==> src/rtl/tlb_pkg.sv <==
package tlb_pkg;
  typedef enum logic {
    I_IDLE = 1'b0,
    I_WAIT = 1'b1
  } ifetch_state_e;

  function automatic int ptr_width(input int n);
    return (n > 1) ? $clog2(n) : 1;
  endfunction
endpackage

==> src/rtl/tlb_micro.sv <==
module tlb_micro #(
  parameter int N      = 3,
  parameter int VPN_W  = 20,
  parameter int PFN_W  = 20,
  parameter int ASID_W = 8
) (
  input  logic              clk_i,
  input  logic              rst_ni,
  input  logic              flush_i,
  input  logic [VPN_W-1:0]  lk_vpn_i,
  input  logic [ASID_W-1:0] lk_asid_i,
  output logic              hit_o,
  output logic [PFN_W-1:0]  pfn_o,
  input  logic              fill_i,
  input  logic [VPN_W-1:0]  fill_vpn_i,
  input  logic [ASID_W-1:0] fill_asid_i,
  input  logic              fill_glob_i,
  input  logic [PFN_W-1:0]  fill_pfn_i
);
  localparam int PTR_W = tlb_pkg::ptr_width(N);

  logic [N-1:0]      vld_q;
  logic [N-1:0]      glob_q;
  logic [VPN_W-1:0]  vpn_q  [N];
  logic [ASID_W-1:0] asid_q [N];
  logic [PFN_W-1:0]  pfn_q  [N];
  logic [PTR_W-1:0]  ptr_q;
  logic [N-1:0]      match;

  for (genvar g = 0; g < N; g++) begin : g_match
    assign match[g] = vld_q[g] && (vpn_q[g] == lk_vpn_i) &&
                      (glob_q[g] || (asid_q[g] == lk_asid_i));
  end

  always_comb begin
    pfn_o = '0;
    for (int k = N - 1; k >= 0; k--) begin
      if (match[k]) pfn_o = pfn_q[k];
    end
  end

  assign hit_o = |match;

  always_ff @(posedge clk_i or negedge rst_ni) begin
    if (!rst_ni) begin
      vld_q  <= '0;
      glob_q <= '0;
      ptr_q  <= '0;
      for (int k = 0; k < N; k++) begin
        vpn_q[k]  <= '0;
        asid_q[k] <= '0;
        pfn_q[k]  <= '0;
      end
    end else if (flush_i) begin
      vld_q <= '0;
      ptr_q <= '0;
    end else if (fill_i) begin
      vld_q[ptr_q]  <= 1'b1;
      glob_q[ptr_q] <= fill_glob_i;
      vpn_q[ptr_q]  <= fill_vpn_i;
      asid_q[ptr_q] <= fill_asid_i;
      pfn_q[ptr_q]  <= fill_pfn_i;
      ptr_q         <= (ptr_q == PTR_W'(N - 1)) ? '0 : ptr_q + 1'b1;
    end
  end
endmodule

==> src/rtl/tlb_joint.sv <==
module tlb_joint #(
  parameter int N      = 16,
  parameter int VPN_W  = 20,
  parameter int PFN_W  = 20,
  parameter int ASID_W = 8,
  localparam int IDX_W = tlb_pkg::ptr_width(N)
) (
  input  logic              clk_i,
  input  logic              rst_ni,
  input  logic              wr_i,
  input  logic [IDX_W-1:0]  wr_idx_i,
  input  logic [VPN_W-2:0]  wr_vpn2_i,
  input  logic [ASID_W-1:0] wr_asid_i,
  input  logic              wr_glob_i,
  input  logic [PFN_W-1:0]  wr_pfn0_i,
  input  logic              wr_v0_i,
  input  logic [PFN_W-1:0]  wr_pfn1_i,
  input  logic              wr_v1_i,
  input  logic [VPN_W-1:0]  lk_vpn_i,
  input  logic [ASID_W-1:0] lk_asid_i,
  output logic              hit_o,
  output logic              glob_o,
  output logic [PFN_W-1:0]  pfn_o
);
  logic [VPN_W-2:0]  vpn2_q [N];
  logic [ASID_W-1:0] asid_q [N];
  logic [PFN_W-1:0]  pfn0_q [N];
  logic [PFN_W-1:0]  pfn1_q [N];
  logic [N-1:0]      glob_q, v0_q, v1_q;
  logic [N-1:0]      match;
  logic              odd;

  assign odd = lk_vpn_i[0];

  for (genvar g = 0; g < N; g++) begin : g_match
    assign match[g] = (vpn2_q[g] == lk_vpn_i[VPN_W-1:1]) &&
                      (glob_q[g] || (asid_q[g] == lk_asid_i));
  end

  // lowest matching index wins; the selected half must be valid
  always_comb begin
    hit_o  = 1'b0;
    glob_o = 1'b0;
    pfn_o  = '0;
    for (int k = N - 1; k >= 0; k--) begin
      if (match[k]) begin
        hit_o  = odd ? v1_q[k] : v0_q[k];
        glob_o = glob_q[k];
        pfn_o  = odd ? pfn1_q[k] : pfn0_q[k];
      end
    end
  end

  always_ff @(posedge clk_i or negedge rst_ni) begin
    if (!rst_ni) begin
      glob_q <= '0;
      v0_q   <= '0;
      v1_q   <= '0;
      for (int k = 0; k < N; k++) begin
        vpn2_q[k] <= '0;
        asid_q[k] <= '0;
        pfn0_q[k] <= '0;
        pfn1_q[k] <= '0;
      end
    end else if (wr_i) begin
      vpn2_q[wr_idx_i] <= wr_vpn2_i;
      asid_q[wr_idx_i] <= wr_asid_i;
      glob_q[wr_idx_i] <= wr_glob_i;
      pfn0_q[wr_idx_i] <= wr_pfn0_i;
      v0_q[wr_idx_i]   <= wr_v0_i;
      pfn1_q[wr_idx_i] <= wr_pfn1_i;
      v1_q[wr_idx_i]   <= wr_v1_i;
    end
  end
endmodule

==> src/rtl/xlat_tlb.sv <==
module xlat_tlb #(
  parameter int VPN_W   = 20,
  parameter int PFN_W   = 20,
  parameter int ASID_W  = 8,
  parameter int JTLB_N  = 16,
  parameter int UTLB_N  = 3,
  localparam int JIDX_W = tlb_pkg::ptr_width(JTLB_N)
) (
  input  logic              clk_i,
  input  logic              rst_ni,
  input  logic              i_req_i,
  input  logic [VPN_W-1:0]  i_vpn_i,
  input  logic [ASID_W-1:0] i_asid_i,
  output logic              i_hit_o,
  output logic              i_stall_o,
  output logic              i_miss_o,
  output logic [PFN_W-1:0]  i_pfn_o,
  input  logic              d_req_i,
  input  logic [VPN_W-1:0]  d_vpn_i,
  input  logic [ASID_W-1:0] d_asid_i,
  output logic              d_hit_o,
  output logic              d_stall_o,
  output logic              d_miss_o,
  output logic [PFN_W-1:0]  d_pfn_o,
  input  logic              wr_i,
  input  logic [JIDX_W-1:0] wr_idx_i,
  input  logic [VPN_W-2:0]  wr_vpn2_i,
  input  logic [ASID_W-1:0] wr_asid_i,
  input  logic              wr_glob_i,
  input  logic [PFN_W-1:0]  wr_pfn0_i,
  input  logic              wr_v0_i,
  input  logic [PFN_W-1:0]  wr_pfn1_i,
  input  logic              wr_v1_i
);
  import tlb_pkg::*;

  logic              i_uhit, d_uhit;
  logic              d_jt_need, i_jt_need, i_grant;
  logic              i_fill, d_fill;
  logic [VPN_W-1:0]  jt_vpn;
  logic [ASID_W-1:0] jt_asid;
  logic              jt_hit, jt_glob;
  logic [PFN_W-1:0]  jt_pfn;
  ifetch_state_e     i_state_q, i_state_d;

  tlb_micro #(.N(UTLB_N), .VPN_W(VPN_W), .PFN_W(PFN_W), .ASID_W(ASID_W)) u_itlb (
    .clk_i, .rst_ni, .flush_i(wr_i),
    .lk_vpn_i(i_vpn_i), .lk_asid_i(i_asid_i), .hit_o(i_uhit), .pfn_o(i_pfn_o),
    .fill_i(i_fill), .fill_vpn_i(i_vpn_i), .fill_asid_i(i_asid_i),
    .fill_glob_i(jt_glob), .fill_pfn_i(jt_pfn)
  );

  tlb_micro #(.N(UTLB_N), .VPN_W(VPN_W), .PFN_W(PFN_W), .ASID_W(ASID_W)) u_dtlb (
    .clk_i, .rst_ni, .flush_i(wr_i),
    .lk_vpn_i(d_vpn_i), .lk_asid_i(d_asid_i), .hit_o(d_uhit), .pfn_o(d_pfn_o),
    .fill_i(d_fill), .fill_vpn_i(d_vpn_i), .fill_asid_i(d_asid_i),
    .fill_glob_i(jt_glob), .fill_pfn_i(jt_pfn)
  );

  tlb_joint #(.N(JTLB_N), .VPN_W(VPN_W), .PFN_W(PFN_W), .ASID_W(ASID_W)) u_jtlb (
    .clk_i, .rst_ni,
    .wr_i, .wr_idx_i, .wr_vpn2_i, .wr_asid_i, .wr_glob_i,
    .wr_pfn0_i, .wr_v0_i, .wr_pfn1_i, .wr_v1_i,
    .lk_vpn_i(jt_vpn), .lk_asid_i(jt_asid),
    .hit_o(jt_hit), .glob_o(jt_glob), .pfn_o(jt_pfn)
  );

  // data searches the joint TLB alongside its micro-TLB; instruction waits a cycle
  assign d_jt_need = d_req_i && !d_uhit;
  assign i_jt_need = i_req_i && !i_uhit && (i_state_q == I_WAIT);
  assign i_grant   = i_jt_need && !d_jt_need;

  assign jt_vpn  = d_jt_need ? d_vpn_i  : i_vpn_i;
  assign jt_asid = d_jt_need ? d_asid_i : i_asid_i;

  // a joint write in the same cycle wins over any refill
  assign d_fill = d_jt_need && jt_hit && !wr_i;
  assign i_fill = i_grant   && jt_hit && !wr_i;

  assign d_hit_o   = d_req_i && d_uhit;
  assign d_stall_o = d_jt_need && jt_hit;
  assign d_miss_o  = d_jt_need && !jt_hit;

  assign i_hit_o   = i_req_i && i_uhit;
  assign i_miss_o  = i_grant && !jt_hit;
  assign i_stall_o = i_req_i && !i_uhit && !i_miss_o;

  always_comb begin
    i_state_d = i_state_q;
    unique case (i_state_q)
      I_IDLE: if (i_req_i && !i_uhit) i_state_d = I_WAIT;
      I_WAIT: if (!i_req_i || i_uhit || i_grant) i_state_d = I_IDLE;
      default: i_state_d = I_IDLE;
    endcase
  end

  always_ff @(posedge clk_i or negedge rst_ni) begin
    if (!rst_ni) i_state_q <= I_IDLE;
    else         i_state_q <= i_state_d;
  end
endmodule

==> config.mk <==
export PLATFORM = sky130hd
export DESIGN_NAME = xlat_tlb
export DESIGN_NICKNAME = d
export VERILOG_FILES = /design/src/rtl/tlb_pkg.sv /design/src/rtl/tlb_micro.sv /design/src/rtl/tlb_joint.sv /design/src/rtl/xlat_tlb.sv
export SDC_FILE = /design/constraint.sdc
export NUM_CORES = 2
export LEC_CHECK = 0
export BUFFER_PORTS_ARGS = -buffer_cell sky130_fd_sc_hd__buf_4
export CAP_MARGIN = 20
export CORE_AREA = 2 2 351 353
export CTS_CLUSTER_SIZE = 40
export DETAILED_ROUTE_END_ITERATION = 10
export DIE_AREA = 0 0 353 355
export PLACE_DENSITY = 0.85
export SKIP_LAST_GASP = 1
export SLEW_MARGIN = 5
export SYNTH_ARGS = -nofsm -noshare
export SYNTH_HDL_FRONTEND = slang
export SYNTH_HIERARCHICAL = 1
export SYNTH_SLANG_ARGS = --single-unit
==> constraint.sdc <==
create_clock -name clk_i -period 7.04 [get_ports clk_i]
set_clock_uncertainty 0.1 [all_clocks]
set_input_delay 1.408 -clock clk_i [delete_from_list [all_inputs] [get_ports clk_i]]
set_output_delay 1.408 -clock clk_i [all_outputs]
set_load 0.02 [all_outputs]
# Yosys cells after proc, flatten, opt, wreduce, memory -nomap -nowiden
# Cells that the tools add are included.
[op_classes]
n_addsub = 2
n_bitwise = 7
eq_ne = 46
muxes = 136
reduce_logical = 84
order_cmp = 12
[ops]
columns = ["operator", "count"]
rows = [
  ["$mux 20", 42],
  ["$bwmux 320", 2],
  ["$bwmux 304", 1],
  ["$eq 19x19->1", 16],
  ["$bwmux 60", 4],
  ["$eq 8x8->1", 22],
  ["$bwmux 128", 1],
  ["$eq 20x20->1", 6],
  ["$demux 20 s2", 2],
  ["$demux 20 s4", 1],
  ["$demux 19 s4", 1],
  ["$mux 1", 53],
  ["$bwmux 16", 3],
  ["$bwmux 24", 2],
  ["$logic_and 1x1->1", 47],
  ["$demux 8 s2", 2],
  ["$demux 8 s4", 1],
  ["$mux 8", 4],
  ["$logic_or 1x1->1", 24],
  ["$mux 19", 1],
  ["$mux 2", 6],
  ["$mux 3", 4],
  ["$logic_not 1->1", 7],
  ["$bwmux 3", 2],
  ["other kinds (20)", 33],
]
[word_totals]
output_inout_bits = 46
inputBits = 135
wordCells = 379
register_bits = 1425

# Logic depth before layout (Yosys ltp)
[depth]
ltp_word = 30
ltp_mapped = 30
mapped_depth_nobuf = 23

# Cells and area by module
# The synthesis kept the hierarchy.
[modules_own_cells]
columns = ["module", "seq_area_each_um2", "area_per_inst_um2", "cells_per_inst", "instances"]
rows = [
  ["tlb_joint", 28026.9, 53675.2, 3985, 1],
  ["tlb_micro", 3803.6, 7200.7, 562, 2],
  ["xlat_tlb", 25.0, 585.6, 47, 1],
]

# Worst setup path after synthesis
# No wires, ideal clock.
[synth_timing]
path_type = "input-to-output"
start = "input d_vpn_i[9]"
end = "output i_miss_o"
stages = 23
t_arrival_ns = 6.074
path_buffers = 7
path_slack_ns = -0.542
t_required_ns = 5.532
cell_sequence = "xor2_1 -> nor4_2 -> nand4_1 -> or3_1 -> buf_6 -> buf_6 -> nand3b_1 -> nand2b_4 -> buf_6 -> buf_12 -> mux2_4 -> buf_2 -> buf_6 -> xnor2_1 -> nand4_1 -> nor4_1 -> nand3_1 -> nor3_1 -> clkbuf_1 -> a221oi_1 -> nor3_1 -> nor3_2 -> nor4b_1"
[synth_via]
elab_cells_between_ends = 114
cone_classes = "eq/ne: 35; mux: 34; reduce/logical: 45"
[synth_lines]
columns = ["item", "line", "rtl"]
rows = [
  ["start, declared", "xlat_tlb.sv:19", "input logic [VPN_W-1:0] d_vpn_i,"],
  ["$eq 20x20->1", "tlb_micro.sv:31", "assign match[g] = vld_q[g] && (vpn_q[g] == lk_vpn_i) &&"],
  ["$logic_and 1x1->1 (2 in series)", "tlb_micro.sv:31", ""],
  ["$reduce_or 3->1 *", "tlb_micro.sv:42", "assign hit_o = |match;"],
  ["net d_uhit", "xlat_tlb.sv:37", "logic i_uhit, d_uhit;"],
  ["$logic_not 1->1 *", "xlat_tlb.sv:69", "assign d_jt_need = d_req_i && !d_uhit;"],
  ["$logic_and 1x1->1 *", "xlat_tlb.sv:69", ""],
  ["$mux 20 *", "xlat_tlb.sv:73", "assign jt_vpn = d_jt_need ? d_vpn_i : i_vpn_i;"],
  ["net jt_vpn[10]", "xlat_tlb.sv:40", "logic [VPN_W-1:0] jt_vpn;"],
  ["$eq 19x19->1", "tlb_joint.sv:36", "assign match[g] = (vpn2_q[g] == lk_vpn_i[VPN_W-1:1]) &&"],
  ["$logic_and 1x1->1", "tlb_joint.sv:36", ""],
  ["$mux 1 (15 in series)", "tlb_joint.sv:46", "if (match[k]) begin"],
  ["$mux 1 *", "tlb_joint.sv:46", ""],
  ["net jt_hit", "xlat_tlb.sv:42", "logic jt_hit, jt_glob;"],
  ["$logic_not 1->1 *", "xlat_tlb.sv:85", "assign i_miss_o = i_grant && !jt_hit;"],
  ["$logic_and 1x1->1 *", "xlat_tlb.sv:85", ""],
  ["end, declared", "xlat_tlb.sv:16", "output logic i_miss_o,"],
]
# Mark *: on every way through the listed nets, which the timed path passes. The rest lies on a longest branch.

# Final worst setup path
[layout_timing]
start = "input d_vpn_i[15]"
end = "output i_stall_o"
[layout_via]
elab_cells_between_ends = 116
cone_classes = "eq/ne: 35; mux: 34; reduce/logical: 47"
[layout_lines]
columns = ["item", "line", "rtl"]
rows = [
  ["$eq 20x20->1", "tlb_micro.sv:31", ""],
  ["$logic_and 1x1->1 (2 in series)", "tlb_micro.sv:31", ""],
  ["$reduce_or 3->1 *", "tlb_micro.sv:42", ""],
  ["net d_uhit", "xlat_tlb.sv:37", ""],
  ["$logic_not 1->1 *", "xlat_tlb.sv:69", ""],
  ["$logic_and 1x1->1 *", "xlat_tlb.sv:69", ""],
  ["$mux 20 *", "xlat_tlb.sv:73", ""],
  ["net jt_vpn[2]", "xlat_tlb.sv:40", ""],
  ["$eq 19x19->1", "tlb_joint.sv:36", ""],
  ["$logic_and 1x1->1", "tlb_joint.sv:36", ""],
  ["$mux 1 (15 in series)", "tlb_joint.sv:46", ""],
  ["$mux 1 *", "tlb_joint.sv:46", ""],
  ["net jt_hit", "xlat_tlb.sv:42", ""],
  ["$logic_not 1->1 *", "xlat_tlb.sv:85", ""],
  ["$logic_and 1x1->1 *", "xlat_tlb.sv:85", ""],
  ["$logic_not 1->1 *", "xlat_tlb.sv:86", "assign i_stall_o = i_req_i && !i_uhit && !i_miss_o;"],
  ["$logic_and 1x1->1 *", "xlat_tlb.sv:86", ""],
  ["end, declared", "xlat_tlb.sv:15", "output logic i_stall_o,"],
]
# Marked as above.

==> flow_summary.ini <==
[place]
hpwlAfterDp_mm = 120
port_buffers = 180
routabilityCongestion = 0.933

[routing]
routedWlPerCell_um = 28.4
first_pass_iters = 6
via_per_inst = 6.47
routed_wl_mm = 206
drt_iter0_drc = 4963
vias = 46884
drtAntennaViolNets = 0
route.detailed.drc = 0

[worst_hold_path]
hold_depth = 1
hold_start = u_itlb/vld_q[0]$_DFFE_PN0P_
whs_endpoint = u_itlb/vld_q[0]$_DFFE_PN0P_
hold_class = flop to flop

[logic_synthesis]
synth_common_cells = mux2_2, dfrtp_1, xor2_1, clkbuf_1, mux2i_1
ys_warn_count = 6
syn-num-nets = 5291
synth_cell_types = 63
synth_area_um2 = 68700
async_flop_share_pct = 100
ys_ff_latch = 1425
synth-edff-count = 0
synth_top_area_share_pct = 51.9
synthFlopType = dfrtp_1
syn_inst = 5156
yosysTopAreaCell = dfrtp_1
ys_seq_area_share_pct = 51.9
synth_area_leaders = dfrtp_1, mux2_2, xor2_1
syn_avg_cell_area_um2 = 13.3
synth_most_common_cell = mux2_2

[worst_setup_path]
timing_worst_setup_path_type = input pin to output port
r2r-end = u_dtlb/pfn_q[37]$_DFFE_PN0P_
start_kind = input pin
cp-startpoint = d_vpn_i[15]
cp-end-kind = output port
worstReg2RegStart = u_dtlb/vpn_q[50]$_DFFE_PN0P_
arrival_ns = 6.60
worstPathMaxFanout = 6
required_ns = 5.53
regToRegSetupSlack_ns = -0.28
ff2ff_path_depth = 34

[clock_network]
clk_pin_slew_worst_paths_ns = 0.05
clock_sinks = 1425
cts.htree.levels = 4
hold_buffers = 0
cts_tree = done
clk_latency_ns = 0.80
cts.path.max_buffers = 3
cts_buffers = 148
cts_root_buf = clkbuf_16

[status]
outcome = finished with violations
violations = negative setup slack

[floorplanning]
dieArea_um2 = 125000
fp-row-count = 128
fp.dieW_um = 353
start_util_pct = 56.6
ios = 181
core_area_um2 = 121000
die_y_um = 355

[power]
clockPowerShare_pct = 35.0
leakage_nw = 35.8
ir_worst_vdd_uv = 276
pwr-share-seq_pct = 47.8
internal_power_w = 0.0163
power_density_nw_per_um2 = 279
power_frac_comb_pct = 17.2
swShare_pct = 27.1
p_sw_w = 0.00604

[sta]
tns_ns = -82.11
fin_crit_sh_pct = 115
setup_viol = 299
final-max-slew-violation-count = 0
fmax_mhz = 123
layout_setup_ws_ns = -1.07
whs_ns = 0.386
rsz0062_at_grt = true
fin_crit_ns = 8.11
slew_headroom_pct = 29.4
worst_pin_slew_ns = 1.06
timing.final.hold_violations = 0

[flow_run]
max-cap-violations = 0

[cells_and_area]
area_growth_pct = 16.2
drive_gt1_share_pct = 45.6
nets = 5642
post-route-util_pct = 65.7

[global_routing]
grt_max_degree = 187
grt_remaining_overflow = 0
antenna_found_initial = 16
grt_first_pass_wirelength_mm = 304
first_global_vias = 48984
track_usage_pct = 31.9
[sequential cells by signal (all words and copies together), names as in the netlist, 16 cells and up]
| name | count |
|---|---|
| u_jtlb/pfn0_q | 320 |
| u_jtlb/pfn1_q | 320 |
| u_jtlb/vpn2_q | 304 |
| u_jtlb/asid_q | 128 |
| u_dtlb/pfn_q | 60 |
| u_dtlb/vpn_q | 60 |
| u_itlb/pfn_q | 60 |
| u_itlb/vpn_q | 60 |
| u_dtlb/asid_q | 24 |
| u_itlb/asid_q | 24 |
| u_jtlb/glob_q | 16 |
| u_jtlb/v0_q | 16 |
| u_jtlb/v1_q | 16 |
[metrics by stage]
stage	instance area [um2]	total power, W	setup WS [ns]	std cells
global placement	73200	0.0140	-0.723	6889
finish	79800	0.0223	-1.07	7250
floorplan	68800	0.0131	-0.270	5156
global route	79800	0.0231	-1.05	7244
CTS	79000	0.0222	-0.514	7206
detailed placement	73200	0.0143	-0.865	6890
[critical path, cell delays in order]
cell,delay (ns)
buf_4,0.13
xor2_1,0.21
nor4_2,0.44
nand4_1,0.21
or3_4,0.43
nand3b_1,0.11
nand2b_4,0.20
buf_6,0.13
buf_12,0.13
mux2_4,0.36
buf_4,0.18
xor2_1,0.16
nor4_1,0.38
nand4_1,0.21
buf_4,0.21
nor4_2,0.13
buf_4,0.17
o21ai_2,0.08
buf_4,0.15
nand4_1,0.12
nor2_2,0.07
o2111ai_2,0.10
a31oi_2,0.07
nor3_2,0.18
buf_6,0.21
inv_6,0.06
a31oi_4,0.18
buf_6,0.14
[timing repair]
item / CTS / global route
pin swaps: 65 / 19
resized for setup: 108 / 72
gates cloned: 2 / 6
buffers inserted: 59 / 28
setup endpoints to repair: 27 / 302
[layout by cell type (no fill, tap or decap), types with 56 or more instances in the layout]
cell and count:
nand4_1 56, nor3_1 91, mux2i_1 211, nand2_1 95, xor2_1 386, mux2_2 1520, xnor2_1 183, clkbuf_16 158
dfrtp_1 1425, a21oi_1 56, a211oi_1 61, nor2_1 68, buf_4 517
[how the worst max path moves through the flow]
stage	to	slack (ns)	depth (start not counted)
floorplan	i_miss_o	-0.27	23
global placement	i_miss_o	-0.72	23
detailed placement	i_miss_o	-0.87	25
CTS	i_stall_o	-0.51	29
global route	i_stall_o	-1.05	28
finish	i_stall_o	-1.07	28
[layer usage]
metal  part of all wire (%)  GRT usage (%)  vias up
li1                       -              -    19198
met1                     38           40.3    24524
met2                     47           50.9     2398
met3                    8.7           7.64      746
met4                    5.8           17.5       18
met5                  0.075              0        -
[layout make-up]
cell class,count,area [um2]
fillers,8158,41600
flip-flops and latches,1425,35700
multi-input cells,3323,31900
repair buffers,602,5300
clock buffers,217,4360
well taps,1625,2030
clock inverters,44,438
inverters,7,31.3
diodes,7,17.5
[power groups by stage]
stage	Sequential, W	Clock (W)	Combinational [W]
after global placement	0.0106	0	0.00343
after CTS	0.0106	0.00786	0.00370
final	0.0107	0.00780	0.00382
after global routing	0.0108	0.00822	0.00408
after floorplan	0.0104	0	0.00264
after detailed placement	0.0107	0	0.00357
[cells by family after synthesis]
group	count (synthesis)	synth area share (%)
compound gates	421	4.51
xor+xnor	600	7.65
buf+inv	411	2.99
flops	1425	51.9
mux	1758	28.6
simple gates	541	4.33
No activity file was read; power rests on OpenSTA's default activity.
